$ cat src/rtl/ds3_inj_pkg.sv
// Shared definitions for the DS3 error injector: framing pattern codes,
// overhead placement inside the frame and error class indices.
package ds3_inj_pkg;

    // Framing error pattern selected by fe_mode
    typedef enum logic [1:0] {
        FE_FBIT = 2'd0,   // one subframe alignment bit
        FE_MBIT = 2'd1,   // one multiframe alignment bit
        FE_SEF  = 2'd2,   // every alignment bit of one subframe
        FE_OOMF = 2'd3    // one multiframe alignment bit in two frames
    } fe_mode_t;

    // Subframe holding each overhead bit that the injector touches
    localparam int SUB_P1 = 2;
    localparam int SUB_P2 = 3;
    localparam int SUB_M1 = 4;

    // Error class indices
    localparam int CLS_FE = 0;
    localparam int CLS_PE = 1;
    localparam int NCLS   = 2;

    // Multiframe pattern spans this many frames
    localparam int OOMF_FRAMES = 2;
    // Both P-bits are hit per parity event
    localparam int PBIT_COUNT  = 2;

endpackage

$ cat src/rtl/ds3_frame_pos.sv
// Frame position tracker.
// Gives the subframe, block and overhead flag of the bit offered this cycle.
// Assumes a frame of SUBFRAMES x BLOCKS blocks of BLOCK_BITS bits, the overhead
// bit first in each block, and in_sof high on the first bit of every frame.
// Before the first in_sof the count starts from position 0.
module ds3_frame_pos #(
    parameter int SUBFRAMES  = 7,
    parameter int BLOCKS     = 8,
    parameter int BLOCK_BITS = 85
) (
    input  logic                         clk,
    input  logic                         rst_n,
    input  logic                         in_valid,
    input  logic                         in_sof,
    output logic [$clog2(SUBFRAMES)-1:0] cur_sub,
    output logic [$clog2(BLOCKS)-1:0]    cur_blk,
    output logic                         cur_oh
);
    localparam int SUB_W = $clog2(SUBFRAMES);
    localparam int BLK_W = $clog2(BLOCKS);
    localparam int BIT_W = $clog2(BLOCK_BITS);

    logic [BIT_W-1:0] nxt_bit, cur_bit;
    logic [BLK_W-1:0] nxt_blk;
    logic [SUB_W-1:0] nxt_sub;

    // Position of the present bit: a frame marker forces the origin
    always_comb begin
        cur_bit = in_sof ? '0 : nxt_bit;
        cur_blk = in_sof ? '0 : nxt_blk;
        cur_sub = in_sof ? '0 : nxt_sub;
        cur_oh  = (cur_bit == '0);
    end

    // Advance the expected position by one bit per valid strobe
    always_ff @(posedge clk) begin
        if (!rst_n) begin
            nxt_bit <= '0;
            nxt_blk <= '0;
            nxt_sub <= '0;
        end else if (in_valid) begin
            if (cur_bit == BIT_W'(BLOCK_BITS - 1)) begin
                nxt_bit <= '0;
                if (cur_blk == BLK_W'(BLOCKS - 1)) begin
                    nxt_blk <= '0;
                    nxt_sub <= (cur_sub == SUB_W'(SUBFRAMES - 1)) ? '0 : cur_sub + 1'b1;
                end else begin
                    nxt_blk <= cur_blk + 1'b1;
                    nxt_sub <= cur_sub;
                end
            end else begin
                nxt_bit <= cur_bit + 1'b1;
                nxt_blk <= cur_blk;
                nxt_sub <= cur_sub;
            end
        end
    end

endmodule

$ cat src/rtl/ds3_req_src.sv
// Request source selection.
// Synchronises the asynchronous manual pin through SYNC_STAGES flops and
// turns its rising edge into a one-cycle pulse. req_src picks either that
// pulse (for both classes) or the per-class register strobes.
// Assumes register strobes are single-cycle pulses in the clk domain.
module ds3_req_src #(
    parameter int SYNC_STAGES = 2
) (
    input  logic clk,
    input  logic rst_n,
    input  logic man_req,
    input  logic req_src,
    input  logic fe_req,
    input  logic pe_req,
    output logic fe_pulse,
    output logic pe_pulse
);
    logic [SYNC_STAGES-1:0] sync_q;
    logic                   prev_q;
    logic                   man_edge;

    // Synchroniser chain and edge history for the manual pin
    always_ff @(posedge clk) begin
        if (!rst_n) begin
            sync_q <= '0;
            prev_q <= 1'b0;
        end else begin
            sync_q <= {sync_q[SYNC_STAGES-2:0], man_req};
            prev_q <= sync_q[SYNC_STAGES-1];
        end
    end

    // Rising edge of the synchronised pin and source multiplexing
    always_comb begin
        man_edge = sync_q[SYNC_STAGES-1] & ~prev_q;
        fe_pulse = req_src ? man_edge : fe_req;
        pe_pulse = req_src ? man_edge : pe_req;
    end

endmodule

$ cat src/rtl/ds3_err_seq.sv
// Error sequencer for one error class.
// A sequence begins at a start opportunity and then takes further bits at
// continuation opportunities until 'total' bits have been inverted. In single
// mode a pending request (which self-clears when consumed) is needed to begin.
// In continuous mode a sequence begins at every start opportunity. Requests
// arriving while a sequence runs stay pending. Disabling the class drops all
// state. Assumes total >= 1 and that start and continuation opportunities are
// qualified with the input valid strobe.
module ds3_err_seq #(
    parameter int CNT_W = 4
) (
    input  logic             clk,
    input  logic             rst_n,
    input  logic             en,
    input  logic             cont,
    input  logic             req,
    input  logic             start_hit,
    input  logic             cont_hit,
    input  logic [CNT_W-1:0] total,
    output logic             flip,
    output logic             busy
);
    logic             pend_q;
    logic             active_q;
    logic [CNT_W-1:0] left_q;
    logic             take;
    logic             start;
    logic             step;

    // Decide whether the present bit is inverted
    always_comb begin
        take  = pend_q | req;
        start = en & ~active_q & start_hit & (cont | take);
        step  = en & active_q & cont_hit;
        flip  = start | step;
        busy  = active_q;
    end

    // Pending request flag and remaining-error count
    always_ff @(posedge clk) begin
        if (!rst_n || !en) begin
            pend_q   <= 1'b0;
            active_q <= 1'b0;
            left_q   <= '0;
        end else begin
            if (cont)
                pend_q <= 1'b0;
            else if (start)
                pend_q <= pend_q & req;
            else
                pend_q <= take;

            if (start) begin
                active_q <= (total > CNT_W'(1));
                left_q   <= total - CNT_W'(1);
            end else if (step) begin
                left_q   <= left_q - CNT_W'(1);
                active_q <= (left_q > CNT_W'(1));
            end
        end
    end

endmodule

$ cat src/rtl/ds3_err_inject.sv
// DS3 framing and parity error injector, top level.
// Tracks the frame position of the incoming serial bits, maps the chosen
// framing pattern and the parity class onto start and continuation
// opportunities, runs one sequencer per class and inverts the selected
// overhead bits. Output is registered: one clock of latency.
// Assumes the M23 overhead layout: F-bits in odd blocks, P-bits in block 0 of
// subframes 2 and 3, M-bits in block 0 of subframes 4 to 6. Configuration is
// held steady while a sequence is running.
module ds3_err_inject
    import ds3_inj_pkg::*;
#(
    parameter int SUBFRAMES   = 7,
    parameter int BLOCKS      = 8,
    parameter int BLOCK_BITS  = 85,
    parameter int SYNC_STAGES = 2
) (
    input  logic       clk,
    input  logic       rst_n,
    input  logic       in_valid,
    input  logic       in_sof,
    input  logic       in_bit,
    input  logic       fe_en,
    input  logic       fe_cont,
    input  logic [1:0] fe_mode,
    input  logic       pe_en,
    input  logic       pe_cont,
    input  logic       req_src,
    input  logic       fe_req,
    input  logic       pe_req,
    input  logic       man_req,
    output logic       out_valid,
    output logic       out_sof,
    output logic       out_bit
);
    localparam int SUB_W   = $clog2(SUBFRAMES);
    localparam int BLK_W   = $clog2(BLOCKS);
    localparam int SEF_RUN = BLOCKS / 2;
    localparam int CNT_W   = $clog2(SEF_RUN + 1) + 1;

    logic [SUB_W-1:0] cur_sub;
    logic [BLK_W-1:0] cur_blk;
    logic             cur_oh;
    logic             fe_pulse, pe_pulse;
    logic             hit_f, hit_f1, hit_m1, hit_p1, hit_p2, hit_p;
    logic             fe_start, fe_next;
    logic [CNT_W-1:0] fe_total;

    logic [NCLS-1:0]  cls_en, cls_cont, cls_req, cls_start, cls_next;
    logic [NCLS-1:0]  cls_flip, cls_busy;
    logic [CNT_W-1:0] cls_total [NCLS];

    ds3_frame_pos #(
        .SUBFRAMES  (SUBFRAMES),
        .BLOCKS     (BLOCKS),
        .BLOCK_BITS (BLOCK_BITS)
    ) u_pos (
        .clk      (clk),
        .rst_n    (rst_n),
        .in_valid (in_valid),
        .in_sof   (in_sof),
        .cur_sub  (cur_sub),
        .cur_blk  (cur_blk),
        .cur_oh   (cur_oh)
    );

    ds3_req_src #(
        .SYNC_STAGES (SYNC_STAGES)
    ) u_req (
        .clk      (clk),
        .rst_n    (rst_n),
        .man_req  (man_req),
        .req_src  (req_src),
        .fe_req   (fe_req),
        .pe_req   (pe_req),
        .fe_pulse (fe_pulse),
        .pe_pulse (pe_pulse)
    );

    // Overhead bit classification of the present valid bit
    always_comb begin
        hit_f  = in_valid & cur_oh & cur_blk[0];
        hit_f1 = in_valid & cur_oh & (cur_blk == BLK_W'(1));
        hit_m1 = in_valid & cur_oh & (cur_blk == '0) & (cur_sub == SUB_W'(SUB_M1));
        hit_p1 = in_valid & cur_oh & (cur_blk == '0) & (cur_sub == SUB_W'(SUB_P1));
        hit_p2 = in_valid & cur_oh & (cur_blk == '0) & (cur_sub == SUB_W'(SUB_P2));
        hit_p  = hit_p1 | hit_p2;
    end

    // Framing pattern to opportunity mapping
    always_comb begin
        unique case (fe_mode_t'(fe_mode))
            FE_FBIT: begin
                fe_start = hit_f;
                fe_next  = 1'b0;
                fe_total = CNT_W'(1);
            end
            FE_MBIT: begin
                fe_start = hit_m1;
                fe_next  = 1'b0;
                fe_total = CNT_W'(1);
            end
            FE_SEF: begin
                fe_start = hit_f1;
                fe_next  = hit_f;
                fe_total = CNT_W'(SEF_RUN);
            end
            default: begin
                fe_start = hit_m1;
                fe_next  = hit_m1;
                fe_total = CNT_W'(OOMF_FRAMES);
            end
        endcase
    end

    // Per-class control vectors feeding the sequencer array
    always_comb begin
        cls_en[CLS_FE]    = fe_en;
        cls_cont[CLS_FE]  = fe_cont;
        cls_req[CLS_FE]   = fe_pulse;
        cls_start[CLS_FE] = fe_start;
        cls_next[CLS_FE]  = fe_next;
        cls_total[CLS_FE] = fe_total;
        cls_en[CLS_PE]    = pe_en;
        cls_cont[CLS_PE]  = pe_cont;
        cls_req[CLS_PE]   = pe_pulse;
        cls_start[CLS_PE] = hit_p1;
        cls_next[CLS_PE]  = hit_p2;
        cls_total[CLS_PE] = CNT_W'(PBIT_COUNT);
    end

    for (genvar c = 0; c < NCLS; c++) begin : g_cls
        ds3_err_seq #(
            .CNT_W (CNT_W)
        ) u_seq (
            .clk       (clk),
            .rst_n     (rst_n),
            .en        (cls_en[c]),
            .cont      (cls_cont[c]),
            .req       (cls_req[c]),
            .start_hit (cls_start[c]),
            .cont_hit  (cls_next[c]),
            .total     (cls_total[c]),
            .flip      (cls_flip[c]),
            .busy      (cls_busy[c])
        );
    end

    // Registered output with the selected bits inverted
    always_ff @(posedge clk) begin
        if (!rst_n) begin
            out_valid <= 1'b0;
            out_sof   <= 1'b0;
            out_bit   <= 1'b0;
        end else begin
            out_valid <= in_valid;
            out_sof   <= in_valid & in_sof;
            out_bit   <= in_valid & (in_bit ^ (|cls_flip));
        end
    end

endmodule

$ cat config.mk
export PLATFORM = sky130hd
export DESIGN_NAME = ds3_err_inject
export DESIGN_NICKNAME = d
export VERILOG_FILES = /design/src/rtl/ds3_inj_pkg.sv /design/src/rtl/ds3_frame_pos.sv /design/src/rtl/ds3_req_src.sv /design/src/rtl/ds3_err_seq.sv /design/src/rtl/ds3_err_inject.sv
export SDC_FILE = /design/constraint.sdc
export NUM_CORES = 1
export LEC_CHECK = 0
export BUFFER_PORTS_ARGS = -buffer_cell sky130_fd_sc_hd__buf_2
export CAP_MARGIN = 0
export CORE_AREA = 2 2 63 80
export CTS_BUF_LIST = sky130_fd_sc_hd__clkbuf_8
export DETAILED_ROUTE_END_ITERATION = 10
export DIE_AREA = 0 0 65 82
export PLACE_DENSITY_LB_ADDON = 0.2
export REMOVE_ABC_BUFFERS = 1
export SLEW_MARGIN = 40
export SYNTH_ARGS = -nofsm -noshare
export SYNTH_HDL_FRONTEND = slang
export SYNTH_HIERARCHICAL = 1
export SYNTH_SLANG_ARGS = --single-unit
$ cat constraint.sdc
create_clock -name clk -period 2.77 [get_ports clk]
set_clock_uncertainty 0.2 [all_clocks]
set_input_delay 0.277 -clock clk [delete_from_list [all_inputs] [get_ports clk]]
set_output_delay 0.277 -clock clk [all_outputs]
set_load 0.01 [all_outputs]
==> results of run 1 <==
[final timing paths]
kind | end | slack, ps | cells past startpoint
max | g_cls[1].u_seq/left_q[0]$_SDFFE_PP0P_ | 110 | 12
min | out_bit$_SDFF_PN0_ | 120 | 3
max reg2reg | g_cls[1].u_seq/left_q[0]$_SDFFE_PP0P_ | 110 | 12
min reg2reg | u_req/sync_q[1]$_SDFF_PN0_ | 240 | 1
[cell usage after synthesis, types with 3 or more instances]
| cell type | number | area (sq um) |
|---|---|---|
| nand4_1 | 5 | 31.3 |
| dfxtp_1 | 31 | 621 |
| nand2_1 | 20 | 75.1 |
| xor2_1 | 6 | 52.6 |
| a211oi_1 | 4 | 30.0 |
| inv_1 | 16 | 60.1 |
| o22a_1 | 4 | 35.0 |
| o21ai_1 | 4 | 20.0 |
| nor3_1 | 10 | 50.1 |
| a21boi_0 | 4 | 30.0 |
| ha_1 | 12 | 150 |
| a21oi_1 | 10 | 50.1 |
| o21ai_0 | 11 | 55.1 |
| and3_1 | 3 | 18.8 |
| or2_1 | 3 | 18.8 |
| and2_1 | 8 | 50.1 |
| nand3_1 | 9 | 45.0 |
| nor2b_1 | 11 | 68.8 |
| nor2_1 | 13 | 48.8 |
[repair_timing]
item / in CTS / in global routing
endpoints found under the hold margin: 3 / 0
endpoints found under the setup margin: 0 / 9
gates resized for setup: 0 / 6
hold buffers: 3 / 0
setup buffers: 0 / 1
[flip-flops by register name, indices dropped and copies added (netlist names)]
signal and flops:
out_valid 1, u_req/sync_q 2, out_bit 1, g_cls.u_seq/left_q 8
u_pos/nxt_sub 3, u_pos/nxt_bit 7, u_req/prev_q 1, u_pos/nxt_blk 3
g_cls.u_seq/busy 2, out_sof 1, g_cls.u_seq/pend_q 2
[power groups by stage]
| stage | logic (mW) | clock network (mW) | registers (mW) |
|---|---|---|---|
| floorplan | 0.0456 | 0 | 0.467 |
| global placement | 0.0908 | 0 | 0.466 |
| detailed placement | 0.0916 | 0 | 0.466 |
| CTS | 0.0950 | 0.483 | 0.456 |
| global route | 0.110 | 0.503 | 0.457 |
| finish | 0.0977 | 0.465 | 0.457 |
[through the flow]
| step | area [sq um] | TNS [ps] | hold WS (ps) | std cells |
|---|---|---|---|---|
| floorplan | 2000 | 0 | 155 | 243 |
| global placement | 2280 | 0 | 220 | 336 |
| detailed placement | 2280 | -35.5 | 221 | 336 |
| CTS | 2430 | 0 | 116 | 347 |
| global route | 2470 | -36.2 | 152 | 348 |
| finish | 2470 | 0 | 121 | 348 |
[layout make-up]
type | count | area [sq um]
Clock buffer | 6 | 82.6
Clock inverter | 2 | 35.0
Fill cell | 447 | 2120
Inverter | 17 | 63.8
Multi-Input combinational cell | 195 | 1350
Sequential cell | 31 | 621
Tap cell | 60 | 75.1
Timing Repair Buffer | 37 | 243
[layer usage]
metal,part of all wire (%),vias to the layer above
li1,-,941
met1,46,867
met2,49,21
met3,2.3,6
met4,1.9,0
met5,0,-
[kinds of logic (layout without fill, tap and decap cells)]
family,after synthesis,in the layout,synth area share (%)
adders and majority gates,12,12,7.49
other,2,13,0.374
buffers and inverters,24,62,5.43
and+or+nand+nor,104,104,32.1
xor gates and xnor gates,6,6,2.62
muxes,2,2,0.998
DFF,31,31,30.9
AOI/OAI and AO/OA,58,58,20.0
[critical path: cells and delay by family, from the launching register on]
family | cells | cell delay [ps]
flip-flops | 1 | 310
AND/OR/NAND/NOR | 7 | 1380
AO/OA/AOI/OAI | 2 | 310
buffers and inverters | 2 | 220
adder cells (fa/ha/maj) | 1 | 180
==> flow_metrics.tcl, run 1 <==
set metrics [dict create \
    io-pin-count 18 \
    min_path_type "input pin to register" \
    cp_max_fo 8 \
    core_region_area_sq_um 4590 \
    status "finished clean" \
    grt_max_degree 25 \
    p_clk_share_pct 45.6 \
    grt_overflow 0 \
    fmax_mhz 376 \
    comb_power_share_pct 9.6 \
    cts_root_buffer "clkbuf_8" \
    top_usage_layer "met2" \
    p_int_mw 0.785 \
    worst_ep_required_time_ps 2790 \
    dp_hpwl_um 3110 \
    cp_slowest_cell "or3_4" \
    r2r-start "u_pos/nxt_bit[1]$_SDFFE_PN0P_" \
    crit_chain "nor2b_1 > inv_1 > ha_2 > nor2b_1 > nand2_1 > or3_4 > nor4b_4 > buf_4 > nand3b_4 > or2_4 > o22a_1 > a21oi_1" \
    hold_violations 0 \
    ant_nets 0 \
    worstPathArrival_ps 2680 \
    async_reset_ff_share_pct 0 \
    gp_congestion 0.799 \
    hold_start "in_bit" \
    cts_sinks 31 \
    dp_slack_ps -30.6 \
    grt.met3_usage_pct 3.56 \
    cp-end-kind "register" \
    crit_path_start_kind "register" \
    powerDensity_nw_per_um2 413 \
    switching_power_mw 0.234 \
    seqPwrFrac_pct 44.8 \
    routedWlPerCell_um 12.1 \
    layout_common_cells "dfxtp_1 (31), nand2_1 (20), buf_4 (17), buf_2 (17), inv_1 (16)" \
    initial_core_util_pct 43.7 \
    maxCapViolations 0 \
    grt_pass1_wl_um 6800 \
    clockBufferDepth 2 \
    power_switching_share_pct 23.0 \
    fin_ws_ps 107 \
    synth.distinct_cells 58 \
    critPathMaxStageDelay_ps 390 \
    firstDrtPassIters 4 \
    area_delta_synth_final_pct 23.1 \
    fp.dieW_um 65 \
    grtUsageTotal_pct 16.7 \
    viasPerCell 5.27 \
    synth-edff-count 0 \
    fp-row-count 28 \
    drc 0 \
    grt_pass1_vias 1571 \
    power.leakage_nw 1.03 \
    die_h_um 82 \
    ys_seq_area_share_pct 30.9 \
    die_area_sq_um 5330 \
    setup_violations 0 \
    use_met1_pct 19.9 \
    crit_top_cell "nor2b_1" \
    yosys_warnings 6 \
    drt-total-wl_um 4220 \
    syn_area_sq_um 2010 \
    drt_iter0_drc 65 \
    htreeDepth 2 \
    port_buffers 17 \
    grt_util_met2_pct 27.7 \
    maxSlewViolCount 0 \
    clk_latency_ps 280 \
    criticalPathCategory "register to register" \
    fin_util_pct 53.8 \
    clkTransAtPathRegs_ps 70 \
    cts-buffers-inserted 5 \
    fin_crit_sh_pct 96.1 \
    cts_tree "yes" \
    drive_above_1_share_pct 20.8 \
    power_mw 1.02 \
    antenna_cells 0 \
    fin_crit_ps 2660 \
    ys.flop_type "dfxtp_1" \
    peakVddDrop_mv 0.213 \
    fin_nets 314 \
    via_count 1835 \
    crit_path_start "u_pos/nxt_bit[1]$_SDFFE_PN0P_" \
    synthCells 239 \
    antenna_found_initial 0 \
    layout_commonest_cell "dfxtp_1" \
    avgSynthCellArea_sq_um 8.39 \
    synth_seq_cells 31 \
]
Power figures use the tool's default switching activity.
==> run 2: changes to the inputs <==
CORE_AREA = 2 2 58 73   (was 2 2 63 80)
DIE_AREA = 0 0 60 75   (was 0 0 65 82)
==> flow_metrics.tcl, run 2 (synthesis gave the netlist of run 1 again) <==
set metrics [dict create \
    crit_path_start_kind "register" \
    reg.largest.list "g_cls.u_seq/left_q x8, u_pos/nxt_bit x7" \
    post_cts_buffers 0 \
    drive_above_1_share_pct 21.3 \
    p_clk_share_pct 45.6 \
    clockBufferDepth 2 \
    cts_sinks 31 \
    maxSlewViolCount 0 \
    min_delay_path_depth 3 \
    grt_overflow 0 \
    fin_crit_sh_pct 96.6 \
    grt_pass1_vias 1772 \
    cp-endpoint "g_cls[1].u_seq/left_q[0]$_SDFFE_PP0P_" \
    maxCapViolations 0 \
    criticalPathCategory "register to register" \
    min_path_type "input pin to register" \
    comb_power_share_pct 9.4 \
    reg2reg_depth 12 \
    r2r-start "u_pos/nxt_bit[1]$_SDFFE_PN0P_" \
    die_area_sq_um 4500 \
    setup_violations 0 \
    port_buffers 17 \
    fin_nets 313 \
    clkTransAtPathRegs_ps 70 \
    via_count 1830 \
    routedWlPerCell_um 12.7 \
    die_h_um 75 \
    fp.dieW_um 60 \
    power_mw 1.01 \
    r2r_end "g_cls[1].u_seq/left_q[0]$_SDFFE_PP0P_" \
    cts_tree "yes" \
    core_region_area_sq_um 3780 \
    area_delta_synth_final_pct 22.6 \
    timing.reg2reg.setup_slack_ps 90 \
    hold_violations 0 \
    fin_tns_setup_ps 0 \
    dp_hpwl_um 3240 \
    initial_core_util_pct 53.0 \
    status "finished clean" \
    cp_slowest_cell "or3_4" \
    cp-end-kind "register" \
    seqPwrFrac_pct 45.0 \
    fin_crit_ps 2680 \
    critPathMaxStageDelay_ps 380 \
    htreeDepth 2 \
    grt_max_degree 25 \
    worst_ep_required_time_ps 2790 \
    crit_path_start "u_pos/nxt_bit[1]$_SDFFE_PN0P_" \
    power_switching_share_pct 22.8 \
    cts-buffers-inserted 5 \
    worstPathArrival_ps 2690 \
    powerDensity_nw_per_um2 413 \
    p_int_mw 0.784 \
    fmax_mhz 374 \
    largest_register_ffs 8 \
    grt_pass1_wl_um 7210 \
    hold_start "in_bit" \
    switching_power_mw 0.231 \
    io-pin-count 18 \
    crit_chain "nor2b_1 > inv_1 > ha_2 > nor2b_2 > nand2_2 > or3_4 > nor4b_4 > buf_4 > nand3b_4 > or2_4 > o22a_1 > a21oi_1" \
    clk_latency_ps 280 \
    viasPerCell 5.37 \
    antenna_found_initial 0 \
    fp-row-count 25 \
    peakVddDrop_mv 0.306 \
    layout_common_cells "dfxtp_1 (31), nand2_1 (19), buf_2 (17)" \
    layout_commonest_cell "dfxtp_1" \
    drt-total-wl_um 4340 \
    antenna_cells 0 \
    power.leakage_nw 1.02 \
    cp_max_fo 8 \
    ant_nets 0 \
    drt_iter0_drc 80 \
    drc 0 \
    grtUsageTotal_pct 21.1 \
    top_register "g_cls.u_seq/left_q" \
    cts_root_buffer "clkbuf_8" \
    firstDrtPassIters 4 \
    gp_congestion 0.882 \
]
run 2: worst min path at each step:
| stage | slack, ps | end |
|---|---|---|
| after floorplan | 160 | g_cls[0].u_seq/pend_q$_SDFF_PP0_ |
| after global placement | 240 | u_pos/nxt_blk[1]$_SDFFE_PN0P_ |
| after detailed placement | 250 | u_req/prev_q$_SDFF_PN0_ |
| after CTS | 130 | out_bit$_SDFF_PN0_ |
| after global routing | 140 | out_bit$_SDFF_PN0_ |
| final | 130 | out_bit$_SDFF_PN0_ |
run 2: critical path, delay by kind of cell (launching register included):
kind	cells	cell delay, ps
AO/OA/AOI/OAI	2	310
adder cells (fa/ha/maj)	1	170
buffers and inverters	2	210
flip-flops	1	310
AND/OR/NAND/NOR	7	1390
run 2: timing repair:
| item | CTS | global route |
|---|---|---|
| gates resized for setup | 1 | 7 |
| hold buffers | 3 | 0 |
| endpoints found under the hold margin | 3 | 0 |
| pin swaps | 0 | 4 |
| setup endpoints to repair | 2 | 6 |
run 2: power by group through the flow:
stage | Sequential, mW | Combinational (mW) | Clock, mW
final | 0.456 | 0.0958 | 0.463
after detailed placement | 0.466 | 0.0878 | 0
after floorplan | 0.467 | 0.0456 | 0
after global routing | 0.457 | 0.108 | 0.486
after CTS | 0.456 | 0.0914 | 0.471
after global placement | 0.466 | 0.0867 | 0
run 2: area by class of cell:
class,count,area [sq um]
Multi-Input combinational cell,195,1360
Fill cell,316,1330
Sequential cell,31,621
Clock buffer,6,82.6
Timing Repair Buffer,36,235
Clock inverter,2,35.0
Inverter,17,63.8
Tap cell,54,67.6
run 2: metal layers:
metal,global-route usage (%),wire [um],part of all wire (%),vias to the layer above
met2,39.9,2340,54,25
met1,22.7,1790,41,861
met4,7.65,63,1.5,0
met5,0,0,0,-
met3,4.30,142,3.3,6
li1,-,-,-,938
run 2: through the flow:
| stage | instances | instance area [sq um] | setup WS (ps) | util, % | hold slack (ps) |
|---|---|---|---|---|---|
| 2_1_floorplan | 243 | 2000 | 113 | - | 155 |
| 3_3_place_gp | 330 | 2270 | -3.51 | 60.1 | 244 |
| 3_5_place_dp | 330 | 2270 | -68.6 | 60.1 | 249 |
| 4_1_cts | 341 | 2420 | 24.2 | 64.1 | 133 |
| 5_1_grt | 341 | 2460 | -22.3 | 65.0 | 139 |
| 6_report | 341 | 2460 | 94.4 | 65.0 | 129 |
